File: src/rtl/cfgport_pkg.sv
package cfgport_pkg;
  localparam logic [7:0]  IDX_LDN     = 8'h07;
  localparam logic [7:0]  IDX_DEVID   = 8'h20;
  localparam logic [7:0]  IDX_REV     = 8'h27;
  localparam logic [7:0]  BANK_FIRST  = 8'h30;
  localparam logic [7:0]  IDX_ACT     = 8'h30;
  localparam logic [7:0]  IDX_BASE_HI = 8'h60;
  localparam logic [7:0]  IDX_BASE_LO = 8'h61;
  localparam logic [15:0] PORT_PRI    = 16'h002E;
  localparam logic [15:0] PORT_ALT    = 16'h004E;
  localparam logic [7:0]  NO_DEV_RD   = 8'hFF;

  typedef struct packed {
    logic wr_idx;
    logic wr_dat;
    logic rd_idx;
    logic rd_dat;
  } port_op_t;
endpackage

File: src/rtl/cfgport_decode.sv
module cfgport_decode
  import cfgport_pkg::*;
#(
  parameter int ADDR_W = 16
) (
  input  logic [ADDR_W-1:0] addr,
  input  logic              rd,
  input  logic              wr,
  input  logic              strap_alt,
  output port_op_t          op
);
  logic [ADDR_W-1:0] base;
  logic              at_idx;
  logic              at_dat;

  always_comb begin
    base   = strap_alt ? ADDR_W'(PORT_ALT) : ADDR_W'(PORT_PRI);
    at_idx = (addr == base);
    at_dat = (addr == base + ADDR_W'(1));
    op.wr_idx = wr & at_idx;
    op.wr_dat = wr & at_dat;
    op.rd_idx = rd & at_idx;
    op.rd_dat = rd & at_dat;
  end
endmodule

File: src/rtl/cfgport_index_regs.sv
module cfgport_index_regs
  import cfgport_pkg::*;
(
  input  logic       clk,
  input  logic       rst_n,
  input  port_op_t   op,
  input  logic [7:0] wdata,
  output logic [7:0] idx_q,
  output logic [7:0] ldn_q
);
  logic [7:0] idx_d;
  logic [7:0] ldn_d;
  logic       idx_en;
  logic       ldn_en;

  always_comb begin
    idx_en = op.wr_idx;
    ldn_en = op.wr_dat && (idx_q == IDX_LDN);
    idx_d  = wdata;
    ldn_d  = wdata;
  end

  always_ff @(posedge clk or negedge rst_n) begin
    if (!rst_n) begin
      idx_q <= 8'h00;
      ldn_q <= 8'h00;
    end else begin
      if (idx_en) idx_q <= idx_d;
      if (ldn_en) ldn_q <= ldn_d;
    end
  end
endmodule

File: src/rtl/cfgport_ld_bank.sv
module cfgport_ld_bank
  import cfgport_pkg::*;
#(
  parameter logic [7:0] LD_CODE = 8'h07
) (
  input  logic        clk,
  input  logic        rst_n,
  input  logic        wr_dat,
  input  logic [7:0]  idx,
  input  logic [7:0]  ldn,
  input  logic [7:0]  wdata,
  output logic        sel,
  output logic [7:0]  bank_rd,
  output logic        active,
  output logic [15:0] base
);
  logic        act_en;
  logic        hi_en;
  logic        lo_en;
  logic        act_d;
  logic [15:0] base_d;

  always_comb begin
    sel    = (ldn == LD_CODE);
    act_en = wr_dat && sel && (idx == IDX_ACT);
    hi_en  = wr_dat && sel && (idx == IDX_BASE_HI);
    lo_en  = wr_dat && sel && (idx == IDX_BASE_LO);
    act_d  = wdata[0];
    base_d = base;
    if (hi_en) base_d[15:8] = wdata;
    if (lo_en) base_d[7:0]  = wdata;
    case (idx)
      IDX_ACT:     bank_rd = {7'b0, active};
      IDX_BASE_HI: bank_rd = base[15:8];
      IDX_BASE_LO: bank_rd = base[7:0];
      default:     bank_rd = 8'h00;
    endcase
  end

  always_ff @(posedge clk or negedge rst_n) begin
    if (!rst_n) begin
      active <= 1'b0;
      base   <= 16'h0000;
    end else begin
      if (act_en)         active <= act_d;
      if (hi_en || lo_en) base   <= base_d;
    end
  end
endmodule

File: src/rtl/cfgport_top.sv
module cfgport_top
  import cfgport_pkg::*;
#(
  parameter int                 ADDR_W   = 16,
  parameter int                 NUM_LD   = 2,
  parameter logic [NUM_LD*8-1:0] LD_CODES = {8'h0E, 8'h07},
  parameter logic [7:0]         DEV_ID   = 8'hE9,
  parameter logic [7:0]         REV_ID   = 8'h03
) (
  input  logic                 clk,
  input  logic                 rst_n,
  input  logic                 strap_alt,
  input  logic [ADDR_W-1:0]    io_addr,
  input  logic                 io_wr,
  input  logic                 io_rd,
  input  logic [7:0]           io_wdata,
  output logic [7:0]           io_rdata,
  output logic [NUM_LD-1:0]    ld_active,
  output logic [NUM_LD*16-1:0] ld_base
);
  localparam int BASE_W = 16;

  logic [1:0]  rst_pipe;
  logic        rst_sync_n;
  port_op_t    op;
  logic [7:0]  idx_q;
  logic [7:0]  ldn_q;
  logic [NUM_LD-1:0] bank_sel;
  logic [7:0]  bank_rd [NUM_LD];
  logic [7:0]  bank_or;
  logic        any_sel;
  logic [7:0]  glob_rd;

  always_ff @(posedge clk or negedge rst_n) begin
    if (!rst_n) rst_pipe <= 2'b00;
    else        rst_pipe <= {rst_pipe[0], 1'b1};
  end
  assign rst_sync_n = rst_pipe[1];

  cfgport_decode #(.ADDR_W(ADDR_W)) u_dec (
    .addr(io_addr), .rd(io_rd), .wr(io_wr), .strap_alt(strap_alt), .op(op)
  );

  cfgport_index_regs u_idx (
    .clk(clk), .rst_n(rst_sync_n), .op(op), .wdata(io_wdata),
    .idx_q(idx_q), .ldn_q(ldn_q)
  );

  for (genvar i = 0; i < NUM_LD; i++) begin : g_ld
    cfgport_ld_bank #(.LD_CODE(LD_CODES[i*8 +: 8])) u_bank (
      .clk(clk), .rst_n(rst_sync_n), .wr_dat(op.wr_dat),
      .idx(idx_q), .ldn(ldn_q), .wdata(io_wdata),
      .sel(bank_sel[i]), .bank_rd(bank_rd[i]),
      .active(ld_active[i]), .base(ld_base[i*BASE_W +: BASE_W])
    );
  end

  always_comb begin
    bank_or = 8'h00;
    for (int i = 0; i < NUM_LD; i++) begin
      if (bank_sel[i]) bank_or = bank_or | bank_rd[i];
    end
    any_sel = |bank_sel;
    case (idx_q)
      IDX_LDN:   glob_rd = ldn_q;
      IDX_DEVID: glob_rd = DEV_ID;
      IDX_REV:   glob_rd = REV_ID;
      default:   glob_rd = 8'h00;
    endcase
    io_rdata = 8'h00;
    if (op.rd_idx) begin
      io_rdata = idx_q;
    end else if (op.rd_dat) begin
      if (idx_q < BANK_FIRST) io_rdata = glob_rd;
      else                    io_rdata = any_sel ? bank_or : NO_DEV_RD;
    end
  end
endmodule

File: config.mk
export PLATFORM = sky130hd
export DESIGN_NAME = cfgport_top
export DESIGN_NICKNAME = d
export VERILOG_FILES = /design/src/rtl/cfgport_pkg.sv /design/src/rtl/cfgport_decode.sv /design/src/rtl/cfgport_index_regs.sv /design/src/rtl/cfgport_ld_bank.sv /design/src/rtl/cfgport_top.sv
export SDC_FILE = /design/constraint.sdc
export NUM_CORES = 1
export LEC_CHECK = 0
export ABC_AREA = 1
export BUFFER_PORTS_ARGS = -buffer_cell sky130_fd_sc_hd__buf_2
export CORE_AREA = 2 2 81 83
export DETAILED_ROUTE_END_ITERATION = 8
export DIE_AREA = 0 0 83 85
export PLACE_DENSITY = 0.79
export SLEW_MARGIN = 20
export SYNTH_ARGS = -nofsm -noshare
export SYNTH_HDL_FRONTEND = slang
export SYNTH_HIERARCHICAL = 1
export SYNTH_SLANG_ARGS = --single-unit
File: constraint.sdc
create_clock -name clk -period 2.4 [get_ports clk]
set_clock_uncertainty 0.2 [all_clocks]
set_input_delay 0.12 -clock clk [delete_from_list [all_inputs] [get_ports clk]]
set_output_delay 0.12 -clock clk [all_outputs]
set_load 0.01 [all_outputs]
# ---- Word level (Yosys, flattened, before mapping)
# Cells that the tools add are included.
dict set report op_classes {
  n_addsub 1
  muxes 10
  bitwise_logic 5
  n_reduce_logical 16
  n_lt_le_gt_ge 1
  eq_ne 10
}
# operator n
set op_table {}
lappend op_table {{$pmux W8 S3} 3}
lappend op_table {{$mux W8} 6}
lappend op_table {{$eq A16 B16 Y1} 2}
lappend op_table {{$eq A8 B6 Y1 const B} 3}
lappend op_table {{$add A16 B1 Y16 const B} 1}
lappend op_table {{$eq A8 B3 Y1 const B} 2}
lappend op_table {{$eq A8 B7 Y1 const B} 2}
lappend op_table {{$logic_and A1 B1 Y1} 9}
lappend op_table {{$eq A8 B4 Y1 const B} 1}
lappend op_table {{$lt A8 B6 Y1 const B} 1}
lappend op_table {{$or A8 B8 Y8} 1}
lappend op_table {{$reduce_and A2 Y1} 4}
lappend op_table {{$mux W7} 1}
lappend op_table {{$and A1 B1 Y1} 4}
lappend op_table {{$logic_or A1 B1 Y1} 2}
lappend op_table {{$reduce_or A2 Y1} 1}
dict set report totals {
  output_inout_bits 42
  in_bits 29
  reg_bits 52
}

# ---- Logic depth before layout (Yosys ltp)
# Gate-level depths: netlist of run 1.
dict set report depth {
  depth_word 9
  mapped_depth 14
}

# ---- Hierarchy
# The synthesis of run 1 kept the hierarchy.
# module n_inst cells_per_inst area_per_inst_um2 seq_area_each_um2
set by_module_without_submodules {}
lappend by_module_without_submodules {cfgport_ld_bank 2 129 973.4 425.4}
lappend by_module_without_submodules {cfgport_index_regs 1 68 725.7 400.4}
lappend by_module_without_submodules {cfgport_top 1 106 536.8 50.0}
lappend by_module_without_submodules {cfgport_decode 1 27 112.6 0.0}

# ---- Worst setup path before layout of run 1
# No wires, ideal clock.
dict set report synth_timing {
  kind {reg2out}
  start {register u_idx.ldn_q[3]}
  end {output port io_rdata[1]}
  t_arrival_ns 1.670
  path_buffers 4
  path_stages_with_launch 15
  setup_slack_ns 0.410
  required_time_ns 2.080
  path_cell_list {dfrtp_1 > nand2_1 > inv_1 > nand2_1 > nor2_4 > buf_8 > buf_12 > buf_2 > or2_1 > buf_6 > nand3_2 > nor2_1 > nor2_1 > nand2_1 > nand2_1}
}
# item line_no
set synth_rtl {}
lappend synth_rtl {{start: declaration} cfgport_index_regs.sv:9} ;# output logic [7:0] ldn_q
lappend synth_rtl {{start signal: assignment} cfgport_index_regs.sv:29} ;# if (ldn_en) ldn_q <= ldn_d;
lappend synth_rtl {{$eq A8 B4 Y1 (*)} cfgport_ld_bank.sv:24} ;# sel = (ldn == LD_CODE);
lappend synth_rtl {{via bank_sel[1]} cfgport_top.sv:28} ;# logic [NUM_LD-1:0] bank_sel;
lappend synth_rtl {{$mux W8 or $reduce_or A2 Y1 (tied branches)} {cfgport_top.sv:61, cfgport_top.sv:63}}
lappend synth_rtl {{$mux W8 (*)} cfgport_top.sv:75} ;# else io_rdata = any_sel ? bank_or : NO_DEV_RD;
lappend synth_rtl {{$mux W8 (*)} cfgport_top.sv:74} ;# if (idx_q < BANK_FIRST) io_rdata = glob_rd;
lappend synth_rtl {{$mux W8 (*)} cfgport_top.sv:73} ;# end else if (op.rd_dat) begin
lappend synth_rtl {{$mux W8 (*)} cfgport_top.sv:71} ;# if (op.rd_idx) begin
lappend synth_rtl {{end: declaration} cfgport_top.sv:17} ;# output logic [7:0] io_rdata,
# The timed path passes the listed nets; every way through them passes the cells marked *.

==> qor_table.md, run 1 <==
| Quantity | Value | Unit |
|---|---|---|
| Flip-flop and latch count after synthesis | 52 | - |
| Net Sw Frac | 21.82 | % |
| Number of remaining DRC errors | 0 | - |
| Clock tree from TritonCTS | built | - |
| Maximum fanout encountered on the critical timing path | 8 | - |
| Net switching power of the design | 348.8 | uW |
| Top cells by area in the synthesized netlist | sky130_fd_sc_hd__dfrtp_1, sky130_fd_sc_hd__nand2_1, sky130_fd_sc_hd__nand4_1 | - |
| Final Power | 1599 | uW |
| Most common cell type on the critical path | sky130_fd_sc_hd__nand2_1 | - |
| Primary FF master, synth | sky130_fd_sc_hd__dfrtp_1 | - |
| Number of H-tree branching levels | 2 | - |
| Number of antenna repair diodes | 0 | - |
| Wirelength per Cell | 15.75 | um |
| Setup crit end | io_rdata[1] | - |
| Leakage power total | 0.002276 | uW |
| Hold Fails Final Rpt | 0 | - |
| Count of maximum capacitance violations | 0 | - |
| Clk_lat worst skew | 0.30 | ns |
| Clock-pin slew on the worst setup and hold paths | 0.10 | ns |
| Setup slack, reg-to-reg | 0.51 | ns |
| Initial antenna violation count | 0 | - |
| Final net count | 595 | - |
| Capture point of the worst reg-to-reg path | g_ld[0].u_bank/base[11]$_DFFE_PN0P_ | - |
| Dpl hpwl | 6347 | um |
| Global-route wire length before repair | 15150 | um |
| Worst-case setup slack after placement | 0.2205 | ns |
| Status | complete, but fails checks | - |
| Via count normalized by instance count | 5.593 | - |
| Remaining global-route overflow | 0 | - |
| Total global-route track usage | 26.54 | % |
| Number of violations reported at the end of detailed-routing iteration 0 | 462 | - |
| Ordered cell list for the critical path | nor2_4 > nand2_2 > nor2_4 > buf_12 > nand2_1 > nand2_1 > nand2_1 > nand3_2 > nor2_1 > nor2_1 > nand2_1 > nand2_1 > buf_2 | - |
| Vias post-DR | 3602 | - |
| Row count | 29 | - |
| Actual slew at the worst max-slew pin | 0.6426 | ns |
| DIE AREA | 7055 | um2 |
| Reg2reg path depth | 9 | - |
| Clk pwr share | 40.0 | % |
| Worst rel slew slack | 57.16 | % |
| Placer congestion estimate | 0.9867 | - |
| Number of iterations in the first detailed-routing pass | 7 | - |
| Crit start category | register | - |
| Pin count of the biggest net entering global routing | 51 | - |
| F_max | 0.4154 | GHz |
| Syn Nets | 488 | - |
| Die span in x | 83 | um |
| Combinational power share | 5.1 | % |
| Synthesis-to-finish area growth | 26.10 | % |
| Average size of a mapped cell | 7.237 | um2 |
| Synth area leader | sky130_fd_sc_hd__dfrtp_1 | - |
| Total power density per cell area | 381.6 | nW/um2 |
| Share of power burned in registers | 54.9 | % |
| Total internal power | 1250 | uW |
| TritonCTS buffer count | 5 | - |
| Vias in the first global route | 3204 | - |
| Worst setup path class | reg2out | - |
| Gate count after technology mapping | 459 | - |
| Cell variety after synth | 26 | - |
| Violated checks | negative setup slack | - |
| Combined area of all synthesized cells | 3322 | um2 |
| Share of the clock period used by the worst path | 100.3 | % |
| Maximum number of buffers from clock root to sink | 2 | - |
| Maximum single-stage delay on the critical path | 0.49 | ns |
| Total setup violations reported at the end of the flow | 1 | - |
| I/O pin total | 71 | - |
| Setup repair after global routing missed its margin | yes | - |
| Worst Hold Class | reg2reg | - |
| Warnings from Yosys | 6 | - |
| Root buf cell | sky130_fd_sc_hd__clkbuf_8 | - |
| Standard cell core area | 6205 | um2 |
| Endpoint type of the worst setup path | output port | - |
| Post-synth EDFFs | 0 | - |
| Yosys top cell area share | 39.17 | % |
| Proportion of synthesized chip area in sequential cells | 39.17 | % |
| I/O Buffers | 70 | - |
| Worst endpoint data arrival time | 2.09 | ns |
| Maximum resistive drop on vdd | 0.0002604 | V |
| Reg-to-Reg Start | u_idx/idx_q[5]$_DFFE_PN0P_ | - |
| Required time worst endpoint | 2.08 | ns |
| Slowest cell on crit path | sky130_fd_sc_hd__dfrtp_2 | - |
| Effective utilization at floorplan | 53.54 | % |
| Die height | 85 | um |
| Clock sinks | 52 | - |
| Final cell utilization of the core | 67.51 | % |
| Min Tclk post-route | 2.407 | ns |
| Share of synthesized registers carrying an async set or reset | 100.0 | % |
| Routed wire length | 10150 | um |
| Final Slew Violations | 0 | - |
| First element of the critical path | u_idx/idx_q[3]$_DFFE_PN0P_ | - |
| Worst Setup Slack, final | -0.007411 | ns |
| Most frequent cell after synthesis | sky130_fd_sc_hd__nand2_1 | - |
| Number of antenna-violating nets in the routed design | 0 | - |
| Layout cells sized above 1 | 29.98 | % |
| Post-synth top cells | sky130_fd_sc_hd__nand2_1, sky130_fd_sc_hd__dfrtp_1, sky130_fd_sc_hd__nor2_1 | - |
| Final hold slack | 0.1615 | ns |
-- kinds of logic (layout without fill, tap and decap cells) --
group | Yosys count | in the layout | share of synthesized area (%)
muxes | 7 | 7 | 2.373
other | 1 | 1 | 0.1129
buffers and inverters | 52 | 157 | 9.152
AOI/OAI and AO/OA | 10 | 10 | 2.222
DFF | 52 | 52 | 39.17
and+or+nand+nor | 337 | 340 | 46.97
-- routing by layer --
layer / part of all wire [%] / track usage, % / wire length, um / vias up
met5: 0 / 0 / 0 / -
met4: 5.5 / 10.73 / 555 / 0
met3: 9.6 / 4.572 / 969 / 45
met2: 45 / 41.42 / 4566 / 212
met1: 40 / 37.07 / 4054 / 1661
li1: - / - / - / 1684
-- worst max-delay path: cells and delay by family (launching register included) --
family / cells / cell delay, ns
buf+inv: 2 / 0.27
simple gates: 11 / 1.01
flops: 1 / 0.49
-- registers in the layout, indices dropped and copies added, names as in the netlist --
signal,count
g_ld.u_bank/active,2
g_ld.u_bank/base,32
rst_pipe,2
u_idx/idx_q,8
u_idx/ldn_q,8
-- cell usage in the layout (no fill, tap or decap), drive strengths merged, types with 2 or more instances in the layout --
cell type	n
buf	103
dfrtp	52
nand2	198
nand3	38
mux2	7
nor3	4
nand3b	2
inv	34
o21ai	2
nand4	36
o21bai	8
nor2	60
clkbuf	7
dlygate4sd3	10
-- power by group through the flow --
stage | clock network [uW] | registers [uW] | logic [uW]
3_5_place_dp | 0 | 895 | 68.4
2_1_floorplan | 0 | 907 | 7.74
3_3_place_gp | 0 | 895 | 67.6
5_1_grt | 673 | 878 | 88.9
4_1_cts | 643 | 878 | 80.7
6_report | 639 | 878 | 82.2
-- worst min-delay path by stage --
stage / to / cells after the start / startpoint
after floorplan: rst_pipe[0]$_DFF_PN0_ / 0 / rst_n
after detailed placement: rst_pipe[0]$_DFF_PN0_ / 1 / rst_n
after global placement: rst_pipe[0]$_DFF_PN0_ / 1 / rst_n
after global routing: rst_pipe[1]$_DFF_PN0_ / 0 / rst_pipe[0]$_DFF_PN0_
after CTS: rst_pipe[1]$_DFF_PN0_ / 0 / rst_pipe[0]$_DFF_PN0_
final: rst_pipe[1]$_DFF_PN0_ / 0 / rst_pipe[0]$_DFF_PN0_
-- through the flow --
| stage | TNS [ns] | cells | instance area [um2] |
|---|---|---|---|
| final | -0.007411 | 644 | 4189 |
| after global routing | -0.6305 | 644 | 4189 |
| after CTS | 0 | 627 | 4005 |
| after detailed placement | 0 | 595 | 3664 |
| after global placement | 0 | 595 | 3664 |
| after floorplan | 0 | 459 | 3322 |
-- layout make-up --
type	instances	area, um2
Fill cell	515	2016
Clock buffer	6	82.58
Sequential cell	52	1311
Tap cell	77	96.34
Timing Repair Buffer	115	752.0
Clock inverter	2	38.79
Multi-Input combinational cell	358	1780
Inverter	34	127.6
-- what timing repair did --
item,in CTS,in global routing
hold buffers,10,0
resized for setup,2,21
pin swaps,4,5
gates cloned,0,3
endpoints found under the hold margin,47,0
setup buffers,14,14
endpoints found under the setup margin,8,8
No activity file was read; power rests on OpenSTA's default activity.
==> run 2: changes to the inputs <==
--- a/config.mk
+++ b/config.mk
@@ -7,9 +7,10 @@
 export LEC_CHECK = 0
 export ABC_AREA = 1
 export BUFFER_PORTS_ARGS = -buffer_cell sky130_fd_sc_hd__buf_2
-export CORE_AREA = 2 2 81 83
+export CORE_AREA = 2 2 96 71
 export DETAILED_ROUTE_END_ITERATION = 8
-export DIE_AREA = 0 0 83 85
+export DIE_AREA = 0 0 98 73
+export GPL_TIMING_DRIVEN = 0
 export PLACE_DENSITY = 0.79
 export SLEW_MARGIN = 20
 export SYNTH_ARGS = -nofsm -noshare
==> qor_table.md, run 2 (same netlist as run 1, synthesis figures left out) <==
| Quantity | Value | Unit |
|---|---|---|
| Status | complete, but fails checks | - |
| Violated checks | negative hold slack, negative setup slack | - |
| Reg2reg path depth | 8 | - |
| Final cell utilization of the core | 67.92 | % |
| Worst rel slew slack | 28.66 | % |
| Slowest cell on crit path | sky130_fd_sc_hd__dfrtp_2 | - |
| Dpl hpwl | 6836 | um |
| Total global-route track usage | 27.60 | % |
| Global-route wire length before repair | 15460 | um |
| Placer congestion estimate | 0.9893 | - |
| Clock-pin slew on the worst setup and hold paths | 0.10 | ns |
| Via count normalized by instance count | 5.535 | - |
| Clock sinks | 52 | - |
| Effective utilization at floorplan | 52.32 | % |
| Final Slew Violations | 0 | - |
| Number of H-tree branching levels | 2 | - |
| Most used cells in the layout excluding fill and tap cells | sky130_fd_sc_hd__nand2_1, sky130_fd_sc_hd__buf_2, sky130_fd_sc_hd__dfrtp_1 | - |
| Capture point of the worst reg-to-reg path | g_ld[0].u_bank/base[10]$_DFFE_PN0P_ | - |
| Hold Fails Final Rpt | 16 | - |
| FILL cells | 544 | - |
| Crit-path leading delay family | simple AND/OR/NAND/NOR gates | - |
| Maximum fanout encountered on the critical timing path | 8 | - |
| Leakage power total | 0.002359 | uW |
| Total setup violations reported at the end of the flow | 1 | - |
| Number of antenna repair diodes | 0 | - |
| Crit start category | register | - |
| Ordered cell list for the critical path | nor2_2 > nand2_2 > nor2_4 > buf_6 > nand2_1 > nand2_2 > nand2_2 > nand3_2 > nor2_1 > nor2_1 > nand2_1 > nand2_1 > buf_2 | - |
| Min Tclk post-route | 2.431 | ns |
| Layout cells sized above 1 | 33.51 | % |
| Setup slack, reg-to-reg | 0.56 | ns |
| Crit path buffers/inverters | 2 | - |
| Row count | 25 | - |
| Synthesis-to-finish area growth | 29.83 | % |
| Vias post-DR | 3670 | - |
| Die span in x | 98 | um |
| Number of iterations in the first detailed-routing pass | 5 | - |
| Reg-to-Reg Start | u_idx/ldn_q[5]$_DFFE_PN0P_ | - |
| Number of antenna-violating nets in the routed design | 0 | - |
| Routed wire length | 10290 | um |
| Clk_lat worst skew | 0.31 | ns |
| Vias in the first global route | 3251 | - |
| Initial antenna violation count | 0 | - |
| Worst Setup Slack, final | -0.03070 | ns |
| Number of remaining DRC errors | 0 | - |
| Remaining global-route overflow | 0 | - |
| Worst endpoint data arrival time | 2.11 | ns |
| Largest registers ranked by flip-flop count | g_ld.u_bank/base x32, u_idx/idx_q x8, u_idx/ldn_q x8 | - |
| I/O Buffers | 70 | - |
| Required time worst endpoint | 2.08 | ns |
| Pin count of the biggest net entering global routing | 35 | - |
| Worst Hold Class | reg2async | - |
| Share of the clock period used by the worst path | 101.3 | % |
| Die height | 73 | um |
| DIE AREA | 7154 | um2 |
| I/O pin total | 71 | - |
| Maximum resistive drop on vdd | 0.0003548 | V |
| Maximum single-stage delay on the critical path | 0.49 | ns |
| Root buf cell | sky130_fd_sc_hd__clkbuf_8 | - |
| Total power density per cell area | 345.3 | nW/um2 |
| Count of maximum capacitance violations | 0 | - |
| Maximum number of buffers from clock root to sink | 2 | - |
| Wirelength per Cell | 15.52 | um |
| Clock tree from TritonCTS | built | - |
| Setup repair after global routing missed its margin | yes | - |
| Standard cell core area | 6350 | um2 |
| F_max | 0.4114 | GHz |
| Max reg flops | 32 | - |
| Final hold slack | -0.007797 | ns |
| TritonCTS buffer count | 5 | - |
| Final net count | 610 | - |
| Actual slew at the worst max-slew pin | 1.062 | ns |
| Number of violations reported at the end of detailed-routing iteration 0 | 315 | - |
| Endpoint type of the worst setup path | output port | - |
| Most common cell after layout, fill and taps aside | sky130_fd_sc_hd__nand2_1 | - |
| Worst setup path class | reg2out | - |
| Largest register by flop count | g_ld.u_bank/base | - |
run 2: final cells by class:
type / instances / area (um2) / share of cell area (%)
clock inverters: 2 / 13.76 / 0.3191
well taps: 81 / 101.3 / 2.350
plain buffers: 14 / 121.4 / 2.814
multi-input cells: 355 / 1779 / 41.25
repair buffers: 119 / 774.5 / 17.96
clock buffers: 6 / 82.58 / 1.915
flip-flops and latches: 52 / 1313 / 30.43
inverters: 34 / 127.6 / 2.959
run 2: per-layer routing:
| metal | track usage [%] | share of wire, % | vias to the layer above |
|---|---|---|---|
| li1 | - | - | 1710 |
| met1 | 38.23 | 42 | 1705 |
| met2 | 42.69 | 46 | 223 |
| met3 | 4.502 | 9.5 | 32 |
| met4 | 13.43 | 2.8 | 0 |
| met5 | 0 | 0 | - |
run 2: worst max path at each step:
stage / from / end / slack [ns] / depth (start not counted)
after floorplan: u_idx/ldn_q[3]$_DFFE_PN0P_ / io_rdata[1] / 0.41 / 14
after global placement: io_addr[15] / g_ld[0].u_bank/base[15]$_DFFE_PN0P_ / 0.03 / 10
after detailed placement: io_addr[15] / g_ld[0].u_bank/base[10]$_DFFE_PN0P_ / -0.05 / 10
after CTS: u_idx/idx_q[2]$_DFFE_PN0P_ / io_rdata[7] / 0.00006 / 13
after global routing: u_idx/idx_q[0]$_DFFE_PN0P_ / io_rdata[1] / -0.16 / 14
final: u_idx/idx_q[1]$_DFFE_PN0P_ / io_rdata[6] / -0.03 / 13
run 2: repair_timing:
item,in CTS,in global routing
endpoints found under the hold margin,46,0
hold buffers,10,0
setup endpoints to repair,8,8
setup buffers,21,12
gates resized for setup,7,28
pin swaps,10,20
cloned,0,5
run 2: per-stage QoR:
step / setup slack, ns / cells / power [uW] / instance area, um2 / setup TNS (ns)
4_1_cts: 0.00005906 / 647 / 1507 / 4119 / 0
2_1_floorplan: 0.4104 / 459 / 914.5 / 3322 / 0
3_3_place_gp: 0.02619 / 610 / 961.7 / 3774 / 0
3_5_place_dp: -0.04695 / 611 / 968.0 / 3795 / -0.6236
5_1_grt: -0.1572 / 663 / 1555 / 4313 / -0.7164
6_report: -0.03070 / 663 / 1489 / 4313 / -0.03070
run 2: worst register-to-register path: stages, from the launching register on:
cell,delay [ns]
sky130_fd_sc_hd__dfrtp_1,0.43
sky130_fd_sc_hd__nor2_1,0.12
sky130_fd_sc_hd__nand2_1,0.09
sky130_fd_sc_hd__nor2_4,0.19
sky130_fd_sc_hd__buf_4,0.21
sky130_fd_sc_hd__buf_4,0.14
sky130_fd_sc_hd__nand3_2,0.18
sky130_fd_sc_hd__nand2_1,0.14
sky130_fd_sc_hd__nand2_1,0.06
run 2: report_power, final:
part | switching (uW) | internal (uW)
registers | 6.02 | 877
clock network | 289 | 236
logic | 46.9 | 33.4
==> run 3: changes to the inputs <==
--- a/config.mk
+++ b/config.mk
@@ -7,11 +7,11 @@
 export LEC_CHECK = 0
 export ABC_AREA = 1
 export BUFFER_PORTS_ARGS = -buffer_cell sky130_fd_sc_hd__buf_2
-export CORE_AREA = 2 2 96 71
+export CORE_AREA = 2 2 106 77
 export DETAILED_ROUTE_END_ITERATION = 8
-export DIE_AREA = 0 0 98 73
-export GPL_TIMING_DRIVEN = 0
-export PLACE_DENSITY = 0.79
+export DIE_AREA = 0 0 108 79
+export HOLD_SLACK_MARGIN = 0.15
+export PLACE_DENSITY = 0.67
 export SLEW_MARGIN = 20
 export SYNTH_ARGS = -nofsm -noshare
 export SYNTH_HDL_FRONTEND = slang
==> qor_table.md, run 3 (same netlist as run 1, synthesis figures left out) <==
| Quantity | Value | Unit |
|---|---|---|
| Ordered cell list for the critical path | nor2_1 > nand2_2 > nor2_4 > buf_12 > buf_8 > nand2_2 > nand3_2 > nand2_2 > nand3_2 > nor2_1 > nor2_1 > nand2_1 > nand2_1 > buf_2 | - |
| Maximum fanout encountered on the critical timing path | 8 | - |
| Number of iterations in the first detailed-routing pass | 5 | - |
| First element of the critical path | u_idx/idx_q[1]$_DFFE_PN0P_ | - |
| I/O Buffers | 70 | - |
| TritonCTS buffer count | 5 | - |
| Clock-pin slew on the worst setup and hold paths | 0.09 | ns |
| Dpl hpwl | 6810 | um |
| Effective utilization at floorplan | 43.70 | % |
| Synthesis-to-finish area growth | 29.64 | % |
| Worst Setup Slack, final | 0.002433 | ns |
| Worst setup path class | reg2out | - |
| Total global-route track usage | 23.45 | % |
| Final hold slack | 0.1241 | ns |
| Layout cells sized above 1 | 33.80 | % |
| GR Util met1 | 35.52 | % |
| Reg2reg path depth | 10 | - |
| Wirelength per Cell | 14.84 | um |
| Standard cell core area | 7601 | um2 |
| Number of antenna repair diodes | 0 | - |
| TNS Setup | 0 | ns |
| Die height | 79 | um |
| Leakage power total | 0.002297 | uW |
| Vias post-DR | 3505 | - |
| DIE AREA | 8532 | um2 |
| Count of maximum capacitance violations | 0 | - |
| Placer congestion estimate | 0.9557 | - |
| Root buf cell | sky130_fd_sc_hd__clkbuf_8 | - |
| Share of the clock period used by the worst path | 99.90 | % |
| Required time worst endpoint | 2.08 | ns |
| Worst Hold Class | reg2async | - |
| Number of gates on the worst path with buffers counted | 14 | - |
| Clock sinks | 52 | - |
| Maximum single-stage delay on the critical path | 0.48 | ns |
| Via count normalized by instance count | 5.216 | - |
| Maximum resistive drop on vdd | 0.0003073 | V |
| Worst endpoint data arrival time | 2.08 | ns |
| Vias in the first global route | 3039 | - |
| Maximum number of buffers from clock root to sink | 2 | - |
| Pin count of the biggest net entering global routing | 42 | - |
| Remaining global-route overflow | 0 | - |
| Global routing usage on met3 | 4.187 | % |
| Initial antenna violation count | 0 | - |
| Number of violations reported at the end of detailed-routing iteration 0 | 252 | - |
| Final Slew Violations | 0 | - |
| Min Tclk post-route | 2.398 | ns |
| Row count | 27 | - |
| Die span in x | 108 | um |
| I/O pin total | 71 | - |
| Crit-path leading delay family | simple AND/OR/NAND/NOR gates | - |
| Largest register by flop count | g_ld.u_bank/base | - |
| Largest registers ranked by flip-flop count | g_ld.u_bank/base x32, u_idx/idx_q x8, u_idx/ldn_q x8 | - |
| Worst-case setup slack after placement | 0.2180 | ns |
| Max reg flops | 32 | - |
| F_max | 0.4171 | GHz |
| Final cell utilization of the core | 56.66 | % |
| Number of H-tree branching levels | 2 | - |
| Reg-to-Reg Start | u_idx/idx_q[5]$_DFFE_PN0P_ | - |
| Slowest cell on crit path | sky130_fd_sc_hd__dfrtp_2 | - |
| Routed wire length | 9973 | um |
| Total power density per cell area | 342.5 | nW/um2 |
| Number of antenna-violating nets in the routed design | 0 | - |
| Global-route wire length before repair | 15560 | um |
| Met2 layer usage reported by global route | 35.22 | % |
| Most common cell after layout, fill and taps aside | sky130_fd_sc_hd__nand2_1 | - |
| Final net count | 599 | - |
| Number of remaining DRC errors | 0 | - |
| Clock tree from TritonCTS | built | - |
| Endpoint type of the worst setup path | output port | - |
| Status | complete, no violations | - |
| Setup repair after global routing missed its margin | yes | - |
| Most used cells in the layout excluding fill and tap cells | sky130_fd_sc_hd__nand2_1, sky130_fd_sc_hd__buf_2, sky130_fd_sc_hd__dfrtp_1 | - |
| Busiest metal layer after global routing | met1 | - |
| Total setup violations reported at the end of the flow | 0 | - |
| Crit start category | register | - |
| Clk_lat worst skew | 0.30 | ns |
| Hold Fails Final Rpt | 0 | - |
| Crit path buffers/inverters | 3 | - |
## run 3: cell count changes in the layout (fill, tap and decap cells not counted), moves of 2 or more
| cell | previous run | this run |
|---|---|---|
| sky130_fd_sc_hd__buf_12 | 2 | 4 |
| sky130_fd_sc_hd__buf_2 | 77 | 71 |
| sky130_fd_sc_hd__buf_8 | 0 | 3 |
| sky130_fd_sc_hd__buf_4 | 35 | 31 |
| sky130_fd_sc_hd__buf_6 | 7 | 0 |
| sky130_fd_sc_hd__nand2_2 | 11 | 17 |
| sky130_fd_sc_hd__nand2_1 | 187 | 181 |
## run 3: through the flow
stage               instance area (um2)  power [uW]  instances
global placement                   3714       966.4        620
finish                             4307        1475        672
global route                       4307        1542        672
CTS                                4041        1488        652
detailed placement                 3714       967.9        620
floorplan                          3322       914.5        459
## run 3: final timing paths
path,endpoint,slack (ns)
max,io_rdata[0],0.002
min in group clk,rst_pipe[1]$_DFF_PN0_,0.17
min reg2reg,g_ld[0].u_bank/active$_DFFE_PN0P_,0.12
min,g_ld[0].u_bank/active$_DFFE_PN0P_,0.12
max in group asynchronous,u_idx/ldn_q[2]$_DFFE_PN0P_,1.21
max reg2reg,g_ld[1].u_bank/base[7]$_DFFE_PN0P_,0.54
## run 3: metal layers
metal	up-vias	wire length [um]
li1	1693	-
met1	1630	4585
met2	169	4453
met3	13	831
met4	0	102
met5	-	0
## run 3: power breakdown
group | leakage [uW] | switching, uW | internal [uW] | total (uW)
clock | 0.0000455 | 275 | 236 | 510
combinational | 0.00159 | 51.7 | 35.1 | 86.9
sequential | 0.000662 | 0.685 | 877 | 878
## run 3: cell type report
cell class              count  area [um2]
multi-input cells         357        1826
fillers                   722        3294
flip-flops and latches     52        1314
well taps                 101       126.4
clock buffers               8       90.09
inverters                  34       127.6
repair buffers            120       823.3
## run 3: what timing repair did
action	CTS	global route
pin swaps	4	22
setup buffers	10	20
hold endpoints to repair	74	0
setup endpoints to repair	8	8
gates cloned	2	0
hold buffers	12	0
gates resized for setup	3	47
